**src/rtl/shift_lifo_pkg.sv**
```systemverilog
// Package: shared operation encoding and column-control bundle for the
// shift-register LIFO. Assumes a two-bit operation code.
package shift_lifo_pkg;

    typedef enum logic [1:0] {
        OP_HOLD = 2'b00,
        OP_PUSH = 2'b01,
        OP_POP  = 2'b10,
        OP_RSVD = 2'b11
    } stk_op_e;

    // Controls shared by every bit column and the occupancy counter.
    typedef struct packed {
        logic ce;    // clock enable: column updates on this edge
        logic load;  // parallel load from the column's parallel input
        logic left;  // 1: shift deeper (push), 0: shift toward top (pop)
        logic clr;   // synchronous clear of the whole column
    } col_ctl_t;

endpackage

```
**src/rtl/shift_lifo_decode.sv**
```systemverilog
// Module: shift_lifo_decode
// Turns the stack operation code and the reset into column controls.
// Assumes: reset dominates; the reserved code behaves as hold; parallel
// load is never requested by a stack operation.
module shift_lifo_decode
    import shift_lifo_pkg::*;
(
    input  logic       rst_n,
    input  logic [1:0] op,
    output col_ctl_t   ctl
);

    // Purpose: map reset and operation code to clock enable, load, direction, clear.
    always_comb begin
        ctl = '0;
        if (!rst_n) begin
            ctl.clr = 1'b1;
        end else begin
            unique case (stk_op_e'(op))
                OP_PUSH: begin
                    ctl.ce   = 1'b1;
                    ctl.left = 1'b1;
                end
                OP_POP: begin
                    ctl.ce   = 1'b1;
                    ctl.left = 1'b0;
                end
                OP_HOLD, OP_RSVD: begin
                    ctl.ce = 1'b0;
                end
                default: ctl.ce = 1'b0;
            endcase
        end
    end

endmodule

```
**src/rtl/shift_lifo_column.sv**
```systemverilog
// Module: shift_lifo_column
// One bit position of the stack: a DEPTH-long shift register. Slot 0 is
// the top. Shifting left moves bits deeper and takes ser_in into slot 0.
// Shifting right moves bits toward the top and fills the deepest slot
// with zero. Assumes DEPTH >= 2.
module shift_lifo_column
    import shift_lifo_pkg::*;
#(
    parameter int DEPTH = 4
) (
    input  logic             clk,
    input  col_ctl_t         ctl,
    input  logic             ser_in,
    input  logic [DEPTH-1:0] par_in,
    output logic [DEPTH-1:0] q
);

    // Purpose: clear, load or shift the column when enabled.
    always_ff @(posedge clk) begin
        if (ctl.clr) begin
            q <= '0;
        end else if (ctl.ce) begin
            if (ctl.load) begin
                q <= par_in;
            end else if (ctl.left) begin
                q <= {q[DEPTH-2:0], ser_in};
            end else begin
                q <= {1'b0, q[DEPTH-1:1]};
            end
        end
    end

endmodule

```
**src/rtl/shift_lifo_level.sv**
```systemverilog
// Module: shift_lifo_level
// Occupancy counter that follows the column controls. It saturates at
// DEPTH on push and at zero on pop. Assumes the same controls as the columns.
module shift_lifo_level
    import shift_lifo_pkg::*;
#(
    parameter int DEPTH = 4,
    localparam int LVL_W = $clog2(DEPTH + 1)
) (
    input  logic             clk,
    input  col_ctl_t         ctl,
    output logic [LVL_W-1:0] level
);

    localparam logic [LVL_W-1:0] FULL = LVL_W'(DEPTH);

    // Purpose: count entries, saturating at both ends.
    always_ff @(posedge clk) begin
        if (ctl.clr) begin
            level <= '0;
        end else if (ctl.ce && !ctl.load) begin
            if (ctl.left) begin
                if (level != FULL) level <= level + 1'b1;
            end else begin
                if (level != '0) level <= level - 1'b1;
            end
        end
    end

endmodule

```
**src/rtl/shift_lifo.sv**
```systemverilog
// Module: shift_lifo (top)
// LIFO stack built from WIDTH shift-register columns of DEPTH slots each.
// The top entry is read directly from slot 0 of every column.
// Assumes a synchronous active-low reset and DEPTH >= 2.
module shift_lifo
    import shift_lifo_pkg::*;
#(
    parameter int WIDTH = 5,
    parameter int DEPTH = 4,
    localparam int LVL_W = $clog2(DEPTH + 1)
) (
    input  logic             clk,
    input  logic             rst_n,
    input  logic [1:0]       op,
    input  logic [WIDTH-1:0] push_data,
    output logic [WIDTH-1:0] top_data,
    output logic [LVL_W-1:0] level
);

    col_ctl_t ctl;

    shift_lifo_decode u_decode (
        .rst_n (rst_n),
        .op    (op),
        .ctl   (ctl)
    );

    // One shift-register column per data bit; slot 0 of each drives the output.
    for (genvar b = 0; b < WIDTH; b++) begin : g_col
        logic [DEPTH-1:0] col_q;

        shift_lifo_column #(.DEPTH(DEPTH)) u_col (
            .clk    (clk),
            .ctl    (ctl),
            .ser_in (push_data[b]),
            .par_in ('0),
            .q      (col_q)
        );

        assign top_data[b] = col_q[0];
    end

    shift_lifo_level #(.DEPTH(DEPTH)) u_level (
        .clk   (clk),
        .ctl   (ctl),
        .level (level)
    );

endmodule

```
**config.mk**
```make
export PLATFORM = sky130hd
export DESIGN_NAME = shift_lifo
export DESIGN_NICKNAME = d
export VERILOG_FILES = /design/src/rtl/shift_lifo_pkg.sv /design/src/rtl/shift_lifo_decode.sv /design/src/rtl/shift_lifo_column.sv /design/src/rtl/shift_lifo_level.sv /design/src/rtl/shift_lifo.sv
export SDC_FILE = /design/constraint.sdc
export NUM_CORES = 1
export LEC_CHECK = 0
export BUFFER_PORTS_ARGS = -buffer_cell sky130_fd_sc_hd__buf_4
export CAP_MARGIN = 20
export CORE_ASPECT_RATIO = 0.8
export CORE_MARGIN = 5
export CORE_UTILIZATION = 39
export CTS_CLUSTER_DIAMETER = 150
export DETAILED_ROUTE_END_ITERATION = 8
export PLACE_DENSITY = 0.65
export SETUP_SLACK_MARGIN = 0.2
export SYNTH_ARGS = -nofsm -noshare
export SYNTH_HDL_FRONTEND = slang
export SYNTH_SLANG_ARGS = --single-unit
```
**constraint.sdc**
```tcl
create_clock -name clk -period 3.75 [get_ports clk]
set_clock_uncertainty 0.1 [all_clocks]
set_input_delay 0.75 -clock clk [delete_from_list [all_inputs] [get_ports clk]]
set_output_delay 0.75 -clock clk [all_outputs]
set_load 0.05 [all_outputs]
```
==> results of run 1 <==
==> layer usage <==
layer | up-vias | wire (um)
met5 | - | 0
li1 | 423 | -
met3 | 2 | 90
met4 | 0 | 11
met1 | 380 | 844
met2 | 11 | 914
==> worst max path at each step <==
stage / cells past startpoint / slack (ps) / to
global placement: 6 / 1030 / u_level.level[2]
global route: 6 / 1110 / u_level.level[2]
finish: 6 / 1300 / u_level.level[2]
detailed placement: 6 / 930 / u_level.level[2]
CTS: 6 / 1270 / u_level.level[2]
floorplan: 11 / 1430 / u_level.level[2]
==> flip-flops by register name, summed over array words and instances (netlist names) <==
register and count:
g_col.u_col.q 20, u_level.level 3
==> through the flow <==
stage | instance area, um^2 | utilization
CTS | 1250 | 0.452
floorplan | 1130 | -
detailed placement | 1220 | 0.442
finish | 1250 | 0.452
global placement | 1220 | 0.442
global route | 1250 | 0.452
==> cell usage in the layout (no fill, tap or decap), drive strengths merged, types with 3 or more instances in the layout <==
cell type / instances
clkbuf: 4
mux2i: 15
inv: 3
o211a: 15
buf: 17
dfxtp: 23
o21ai: 7
and2: 5
nand2: 26
==> logic make-up after synthesis <==
kind of cell | count (synthesis)
AND/OR/NAND/NOR | 34
AO/OA/AOI/OAI | 26
flip-flops | 23
buffers and inverters | 17
multiplexers | 15
XOR/XNOR | 2
adder cells (fa/ha/maj) | 2
==> cell type report <==
class / instances / area, um^2
Sequential cell: 23 / 460
Clock buffer: 4 / 26.3
Timing Repair Buffer: 17 / 128
Tap cell: 38 / 47.5
Multi-Input combinational cell: 79 / 576
Fill cell: 289 / 1520
Inverter: 3 / 11.3
==> worst register-to-register path, stage by stage (launching register included) <==
cell and delay (ps):
dfxtp_1 480, xor2_1 110, ha_1 200, nor3_1 170
a21oi_1 70, o211ai_1 170, o31ai_1 100
==> power breakdown <==
group	switching [mW]	internal, mW	leakage (nW)
sequential	0.0257	0.269	0.189
combinational	0.100	0.0615	0.446
clock	0.0698	0.0415	0.0150
total	0.196	0.372	0.649
==> impl_results.md, run 1 <==
- Outcome: completed
- Final Hold Viols: 0
- Max Freq: between 0.4 and 0.5 GHz
- FF-to-FF End: u_level.level[2]
- DR WL/cell: approximately 11 um
- Gr busiest metal: met2
- Number of synthesized flops with an enable pin: 0
- Mapped Area: around 1100 um^2
- Post-CTS Resized: 0
- Clock transition at path regs: 110 ps
- Crit path DAT: between 2000 and 3000 ps
- Synth warn: 0
- # setup viols final: 0
- Worst slack, placed: 931 ps
- Post-route insts no fill: about 160
- Clk Tree Root Cell: clkbuf_4
- Setup WS post-layout: 1300 ps
- WHS: 436 ps
- Crit path from: op[0]
- Critical path cell sequence: buf_4 > ha_1 > inv_1 > o311ai_4 > o211ai_1 > o31ai_1
- GRT Overall Usage: 0.0982
- Worst path slowest cell: inv_1
- Seq/Total Area, Yosys: 0.406
- First-pass GRT wire length: about 3.3 mm
- Post-CTS Setup Bufs: 0
- Worst relative slew slack: 0.409
- DRT Pass-1 Iters: 2
- Placeable core area: ~2800 um^2
- Final Critical Period: approximately 2500 ps
- Kind of cell adding the most delay to the critical path: buffers and inverters
- Total gr overflow: 0
- DIE AREA: about 4100 um^2
- Grt met2 use: 0.173
- VDD IR-drop max: roughly 0.18 mV
- Hold Path Class: reg2reg
- Port Buffers: 16
- Reg-to-reg startpoint: u_level.level[1]
- Max Slew Vio Count: 0
- Detailed placement HPWL: 1.31 mm
- Worst Path Buf+Inv: 2
- Post-detailed-route count of antenna-violating nets: 0
- Mean Syn Cell Area: 9.54 um^2
- CTS sink cnt: 23
- Row cnt: 17
- Area grow syn2layout: 10.0%
- Cell taking the most area after synthesis: dfxtp_1
- CTS Buf Count: 3
- Setup crit start kind: primary input
- Critical Path RT: between 3000 and 4000 ps
- Slowest stage delay, CP: around 700 ps
- GR Layer Usage met1: 0.111
- Syn Nets: 130
- Ports: 17
- Post-synthesis simple-gate area fraction: 0.127
- Hold Crit Depth: 1
- Initial Util: 0.410
- Cts hold-fix bufs: 0
- Top-count cell post-synth: nand2_1
- Max cap viols: 0
- Adder-cell area share of the yosys netlist: 0.0221
- Hold EP: g_col[1].u_col.q[2]
- Compound-Gate Fraction of Synth Area: 0.204
- Post-route DRC: 0
- CTS tree: yes
- Worst R2R Setup Slack: roughly 2300 ps
- Syn Inst Count: 119
- Fin nets: between 100 and 150
- Main combinational cell family by area after synthesis: compound AO/OA/AOI/OAI gates
- Power Dens Cells: 454 nW/um^2
- Reg2reg path depth: 6
- Ys async rst share: 0
- Die Ht: between 50 and 60 um
- Most used flip-flop cell after synthesis: dfxtp_1
- Routed vias/inst: between 4 and 5
- Seq cells post-synth: 23
- Worst min-delay path startpoint: g_col[1].u_col.q[2]
- Die W: 70.3 um
- Maximum clock insertion buffer count: 2
- GP Congestion: 0.657
- Setup TNS: 0 ps
- Clk Latency, worst-skew pair: 300 ps
- Met3 usage: 0.0451
- Critical path endpoint category: flip-flop
- Area contributors post-synth: dfxtp_1 41%, mux2i_1 13%, o211a_1 13%, nand2_1 8.6%, buf_4 4.6%
- H-tree levels: 1
- Iter 0 DRT Violations: 14
- Initial antenna violation count: 0
- Via count: 816
- Vias in the first global route: 746
- Worst-Margin Slew: slightly below 900 ps
- Netlist cell types: 22
- Period utilization: 0.654
- Synth top area share: 0.406
- Routed WL: about 1.9 mm
- Worst-path fanout max: 31
- Inserted Diodes: 0
- Share of cells above drive strength 1: 0.175
- DP Cell Count: 160
- Largest net degree at the start of global routing: 32
- Tot Pwr: 0.567 mW
- Crit Path Category: in2reg
- XOR/XNOR Fraction of Synth Area: 0.0221
- Static leakage: ~0.65 nW
- Fraction of synthesized area in multiplexers: 0.132
- Post-synth top cells: 26 x nand2_1, 23 x dfxtp_1, 15 x mux2i_1, 15 x o211a_1, 7 x buf_4
- RSZ-0062 raised after global routing: false
Note: power is estimated with default switching activity, not from simulation.
==> run 2, diff against run 1 <==
- clock period: 3.75 -> 2.5 ns (I/O delays scaled with it)
==> run 2 against run 1 <==
Critical path depth rose by 1. Die area did not move. Wire length rose by 8.7%. Clock power rose by 52%. Highest routed layer unchanged. Global-route usage rose by 0.66 points. Sequential power rose by 50%. Power rose by 52%. Count of clock-buffer cells in the layout did not move. Worst setup slack got worse by 510 ps. Register-to-register slack got worse by 1300 ps. Worst hold slack got worse by 2.9 ps. Combinational power rose by 55%.
==> impl_results.md, run 2 (synthesis results as in run 1) <==
- Outcome: completed (unchanged)
- First-pass GRT wire length: 3.46 mm (was 3.26 mm)
- DRT Pass-1 Iters: 4 (was 2)
- Static leakage: 0.659 nW (was 0.649 nW)
- Row cnt: 17 (unchanged)
- Max cap viols: 0 (unchanged)
- DR WL/cell: 12.2 um (was 11.3 um)
- FF+latch area: 460 um^2 (unchanged)
- Routed vias/inst: 5.06 (was 4.98)
- Iter 0 DRT Violations: 24 (was 14)
- Initial antenna violation count: 0 (unchanged)
- Period utilization: 0.682
- VDD IR-drop max: 0.341 mV (was 0.177 mV)
- Largest net degree at the start of global routing: 26 (was 32)
- Filler instances: 283 (was 289)
- Worst R2R Setup Slack: 980 ps (was 2260 ps)
- Crit path DAT: 1810 ps (was 2550 ps)
- Clk Latency, worst-skew pair: 310 ps (was 300 ps)
- Worst-path fanout max: 13 (was 31)
- Worst relative slew slack: 0.764 (was 0.409)
- Clock transition at path regs: 120 ps (was 110 ps)
- CTS sink cnt: 23 (unchanged)
- Critical Path RT: 2600 ps (was 3840 ps)
- # setup viols final: 0 (unchanged)
- Post-route DRC: 0 (unchanged)
- RSZ-0062 raised after global routing: false (unchanged)
- Detailed placement HPWL: 1.39 mm (was 1.31 mm)
- Post-detailed-route count of antenna-violating nets: 0 (unchanged)
- Post-CTS Setup Bufs: 0 (unchanged)
- Worst slack, placed: 464 ps (was 931 ps)
- Crit Path Category: in2reg (unchanged)
- Max Freq: between 0.5 and 0.6 GHz
- Setup crit start kind: primary input (unchanged)
- Clk Tree Root Cell: clkbuf_4 (unchanged)
- Final Hold Viols: 0 (unchanged)
- Inserted Diodes: 0 (unchanged)
- Top reg by flops: g_col.u_col.q (unchanged)
- Largest register FFs: 20 (unchanged)
- Fin nets: 140 (was 138)
- Cts hold-fix bufs: 0 (unchanged)
- Post-CTS Resized: 0 (unchanged)
- Maximum clock insertion buffer count: 2 (unchanged)
- H-tree levels: 1 (unchanged)
- Setup WS post-layout: 794 ps (was 1300 ps)
- Placeable core area: 2770 um^2 (unchanged)
- GRT Overall Usage: 0.105 (was 0.0982)
- CTS tree: yes (unchanged)
- Biggest regs: g_col.u_col.q x20, u_level.level x3 (unchanged)
- Vias in the first global route: 761 (was 746)
- CTS Buf Count: 3 (unchanged)
- Routed WL: 2.02 mm (was 1.86 mm)
- Via count: 840 (was 816)
- Final Critical Period: ~1700 ps
- Area grow syn2layout: 11.4% (was 10.0%)
- Most common cell after layout, fill and taps aside: nand2_1 (unchanged)
- Max Slew Vio Count: 0 (unchanged)
- Total gr overflow: 0 (unchanged)
- Die W: 70.3 um (unchanged)
- Hold Path Class: in2reg (was reg2reg)
- Ports: 17 (unchanged)
- Die Ht: 58.3 um (unchanged)
- GP Congestion: 0.722 (was 0.657)
- Worst-Margin Slew: 355 ps (was 886 ps)
- Most frequent cells in the layout: 26 x nand2_1, 23 x dfxtp_1, 19 x buf_4, 15 x mux2i_1, 15 x o211a_1 (was 26 x nand2_1, 23 x dfxtp_1, 17 x buf_4, 15 x mux2i_1, 15 x o211a_1)
- Multi-input gate area: 576 um^2 (unchanged)
- Power Dens Cells: 682 nW/um^2 (was 454 nW/um^2)
- Initial Util: 0.410 (unchanged)
- Setup TNS: 0 ps (unchanged)
- Port Buffers: 16 (unchanged)
- Share of cells above drive strength 1: 0.188 (was 0.175)
- Critical path endpoint category: flip-flop (unchanged)
- DIE AREA: 4100 um^2 (unchanged)
[run 2: cell types whose count changed in the layout (fill, tap and decap cells not counted)]
cell / before / now
buf_4: 17 / 19
[run 2: power breakdown]
group          internal (mW)  switching, mW
Clock                 0.0623          0.107
Sequential             0.403         0.0392
Combinational         0.0957          0.155
[run 2: critical path: stages]
cell and delay, ps:
buf_4 110, ha_1 430, inv_1 120, buf_4 200, o311ai_4 140, o211ai_1 210
o31ai_1 90
[run 2: worst paths after layout]
check | to | cells past startpoint | start
worst min register to register | g_col[3].u_col.q[0] | 1 | g_col[3].u_col.q[0]
worst max register to register | u_level.level[2] | 6 | u_level.level[1]
worst max-delay path | u_level.level[2] | 7 | op[0]
worst min-delay path | g_col[1].u_col.q[0] | 4 | push_data[1]
[run 2: per-layer routing]
| metal | vias to the layer above | GRT usage | wire, um |
|---|---|---|---|
| met4 | 0 | 0.0246 | 10 |
| met3 | 2 | 0.0433 | 84 |
| li1 | 428 | - | - |
| met2 | 13 | 0.172 | 917 |
| met1 | 397 | 0.129 | 1010 |
| met5 | - | 0 | 0 |
[run 2: cell type report]
type                       instances  area share
multi-input combinational         79       0.455
sequential                        23       0.364
timing repair buffer              19       0.113
tap                               38      0.0376
clock buffer                       4      0.0208
inverter                           3     0.00891
[run 2: through the flow]
step | hold WS [ps] | cell area [um^2] | util | power (mW) | std cells
6_report | 433 | 1260 | 0.457 | 0.862 | 166
5_1_grt | 431 | 1260 | 0.457 | 0.910 | 166
4_1_cts | 431 | 1260 | 0.457 | 0.870 | 166
3_5_place_dp | 413 | 1240 | 0.448 | 0.703 | 162
3_3_place_gp | 408 | 1240 | 0.448 | 0.695 | 162
2_1_floorplan | 392 | 1130 | - | 0.644 | 119
==> run 3, diff against run 2 <==
- ABC_AREA: unset -> 1
- PLACE_DENSITY: 0.65 -> 0.68
- clock period: 2.5 -> 1.5 ns (I/O delays scaled with it)
==> run 3 against run 2 <==
First-iteration DRC count rose to 3.7 times the previous value. Power up 54%. Combinational power up 48%. Non-clock buffer count up 9. Worst setup slack worse by 610 ps. Critical path depth down 6. Synthesized cell count up 21%. Cell area up 9.3%. Register-to-register slack worse by 780 ps. Synthesized area down 3.9%. Count of clock-buffer cells in the layout unchanged. Highest routed layer unchanged.
==> impl_results.md, run 3 <==
- Max Slew Vio Count: 0 (unchanged)
- Worst path slowest cell: dfxtp_1 (was ha_1)
- Hold EP: g_col[0].u_col.q[0] (was g_col[1].u_col.q[0])
- Syn Inst Count: 144 (was 119)
- GP Congestion: 0.830 (was 0.722)
- Synth warn: 0 (unchanged)
- CTS sink cnt: 23 (unchanged)
- Max cap viols: 0 (unchanged)
- Crit Path Category: reg2out (was in2reg)
- Top-count cell post-synth: dfxtp_1 (was nand2_1)
- Reg-to-reg startpoint: u_level.level[1] (unchanged)
- Compound-Gate Fraction of Synth Area: 0.236 (was 0.204)
- Clk Tree Root Cell: clkbuf_4 (unchanged)
- Cell taking the most area after synthesis: dfxtp_1 (unchanged)
- Max Freq: 0.761 GHz
- Post-detailed-route count of antenna-violating nets: 0 (unchanged)
- # setup viols final: 0 (unchanged)
- Placeable core area: 2720 um^2 (was 2770 um^2)
- FF-to-FF End: u_level.level[2] (unchanged)
- Hold Path Class: in2reg (unchanged)
- Seq cells post-synth: 23 (unchanged)
- Clk Latency, worst-skew pair: 290 ps (was 310 ps)
- Setup crit start kind: flip-flop (was primary input)
- H-tree levels: 1 (unchanged)
- Area contributors post-synth: dfxtp_1 42%, o21ai_0 7.3%, inv_1 6.5%, a21oi_1 6.4%, nand2_1 6.2% (was dfxtp_1 41%, mux2i_1 13%, o211a_1 13%, nand2_1 8.6%, buf_4 4.6%)
- CTS tree: yes (unchanged)
- Final Critical Period: ~1300 ps
- GRT Overall Usage: 0.124 (was 0.105)
- Worst Path Buf+Inv: 1 (was 3)
- Netlist cell types: 21 (was 22)
- Ports: 17 (unchanged)
- Iter 0 DRT Violations: 89 (was 24)
- Largest net degree at the start of global routing: 16 (was 26)
- Initial antenna violation count: 0 (unchanged)
- Main combinational cell family by area after synthesis: compound AO/OA/AOI/OAI gates (unchanged)
- Power Dens Cells: 959 nW/um^2 (was 682 nW/um^2)
- Mean Syn Cell Area: 7.58 um^2 (was 9.54 um^2)
- Kind of cell adding the most delay to the critical path: flip-flops (was compound AO/OA/AOI/OAI gates)
- Die Ht: 57.3 um (was 58.3 um)
- XOR/XNOR Fraction of Synth Area: 0.00803 (was 0.0221)
- Post-synth top cells: 23 x dfxtp_1, 19 x inv_1, 18 x nand2_1 (was 26 x nand2_1, 23 x dfxtp_1, 15 x mux2i_1, 15 x o211a_1, 7 x buf_4)
- Reg2reg path depth: 8 (was 6)
- Worst-path fanout max: 4 (was 13)
- Inserted Diodes: 0 (unchanged)
- Most used flip-flop cell after synthesis: dfxtp_1 (unchanged)
- Crit path DAT: 910 ps (was 1810 ps)
- Biggest regs: g_col.u_col.q x20, u_level.level x3 (unchanged)
- Die W: 69.1 um (was 70.3 um)
- Port Buffers: 16 (unchanged)
- Period utilization: 0.877
- Largest register FFs: 20 (unchanged)
- Synth top area share: 0.422 (was 0.406)
- Cts hold-fix bufs: 0 (unchanged)
- Worst-Margin Slew: 227 ps (was 355 ps)
- VDD IR-drop max: 0.416 mV (was 0.341 mV)
- Routed vias/inst: 4.81 (was 5.06)
- Syn Nets: 155 (was 130)
- Slowest stage delay, CP: 420 ps (was 430 ps)
- Worst relative slew slack: 0.848 (was 0.764)
- Static leakage: 0.567 nW (was 0.659 nW)
- Vias in the first global route: 942 (was 761)
- First-pass GRT wire length: 4.08 mm (was 3.46 mm)
- Via count: 966 (was 840)
- DR WL/cell: 11.7 um (was 12.2 um)
- Fraction of synthesized area in multiplexers: 0 (was 0.132)
- Most frequent cells in the layout: 21 x buf_4, 19 x dfxtp_1, 18 x inv_1, 18 x nand2_1, 15 x o21ai_0 (was 26 x nand2_1, 23 x dfxtp_1, 19 x buf_4, 15 x mux2i_1, 15 x o211a_1)
- Row cnt: 17 (unchanged)
- Critical path cell sequence: buf_6 (was buf_4 > ha_1 > inv_1 > buf_4 > o311ai_4 > o211ai_1 > o31ai_1)
- Ys async rst share: 0 (unchanged)
- Post-synthesis simple-gate area fraction: 0.153 (was 0.127)
- Final Hold Viols: 0 (unchanged)
- Clock transition at path regs: 130 ps (was 120 ps)
- RSZ-0062 raised after global routing: true (was false)
- Total gr overflow: 0 (unchanged)
- Share of cells above drive strength 1: 0.301 (was 0.188)
- Final core utilization: 0.507 (was 0.457)
- Tot Pwr: 1.32 mW (was 0.862 mW)
- Crit path from: u_level.level[2] (was op[0])
- Worst R2R Setup Slack: 200 ps (was 980 ps)
- Maximum clock insertion buffer count: 2 (unchanged)
- Adder-cell area share of the yosys netlist: 0.0229 (was 0.0221)
- DRT Pass-1 Iters: 4 (unchanged)
- Hold Crit Depth: 3 (was 4)
- Post-route DRC: 0 (unchanged)
- Seq/Total Area, Yosys: 0.422 (was 0.406)
- Outcome: completed (unchanged)
- Mapped Area: 1090 um^2 (was 1130 um^2)
- CTS Buf Count: 3 (unchanged)
- Critical path endpoint category: output pin (was flip-flop)
- Number of synthesized flops with an enable pin: 0 (unchanged)
- Worst min-delay path startpoint: push_data[0] (was push_data[1])
- Top reg by flops: g_col.u_col.q (unchanged)
- Fin nets: 175 (was 140)
- Most common cell after layout, fill and taps aside: buf_4 (was nand2_1)
- Detailed placement HPWL: 1.72 mm (was 1.39 mm)
- DIE AREA: 3960 um^2 (was 4100 um^2)
- Routed WL: 2.35 mm (was 2.02 mm)
- Critical Path RT: 1100 ps (was 2600 ps)
- Initial Util: 0.401 (was 0.410)
- Area grow syn2layout: 26.6% (was 11.4%)
run 3: changes by cell type after synthesis, moves of 8 or more:
cell     previous run  this run
inv_1               3        19
mux2i_1            15         0
o211a_1            15         0
a21oi_1             1        14
o21ai_0             5        16
o21ai_1             2        13
nand3_1             2        11
nand2_1            26        18
run 3: worst max-delay path by stage:
stage                     slack [ps]          endpoint  cells past startpoint
after floorplan                 -0.8  u_level.level[2]                     13
after global placement           -30  u_level.level[2]                     13
after detailed placement        -100  u_level.level[2]                     12
after CTS                        190          level[2]                      1
after global routing             100  u_level.level[2]                      8
final                            190          level[2]                      1
run 3: metal layers:
layer,track usage,vias up,wire length (um)
li1,-,510,-
met1,0.147,439,1100
met2,0.227,15,1140
met3,0.0370,2,97
met4,0.0167,0,14
met5,0,-,0
run 3: power breakdown:
part / internal [mW] / switching [mW] / leakage [nW] / total, mW
sequential: 0.647 / 0.0278 / 0.189 / 0.674
combinational: 0.153 / 0.218 / 0.363 / 0.371
clock: 0.104 / 0.175 / 0.0150 / 0.278
run 3: repair_timing:
item | 4_1_cts | 5_1_grt
pin swaps | 0 | 2
gates cloned | 0 | 0
endpoints found under the setup margin | 5 | 6
gates resized for setup | 6 | 5
setup buffers | 0 | 1
run 3: cell families (layout without fill, tap and decap cells):
family / Yosys count / after routing
DFF: 23 / 23
AOI/OAI and AO/OA: 49 / 49
buffers and inverters: 34 / 53
adders and majority gates: 2 / 2
and+or+nand+nor: 35 / 35
xor gates and xnor gates: 1 / 1
run 3: area by class of cell:
type	instances	area, um^2
sequential	23	468
inverter	21	93.8
tap	38	47.5
clock buffer	4	26.3
fill	275	1340
timing repair buffer	28	245
multi-input combinational	87	500
run 3: through the flow:
stage	setup WS [ps]	hold slack [ps]	std cells	TNS, ps	cell area (um^2)
final	185	108	201	0	1380
after CTS	186	108	200	0	1360
after floorplan	-0.831	327	144	-0.831	1160
after global placement	-30.8	355	196	-30.8	1320
after global routing	96.6	113	201	0	1380
after detailed placement	-95.6	367	196	-95.6	1320
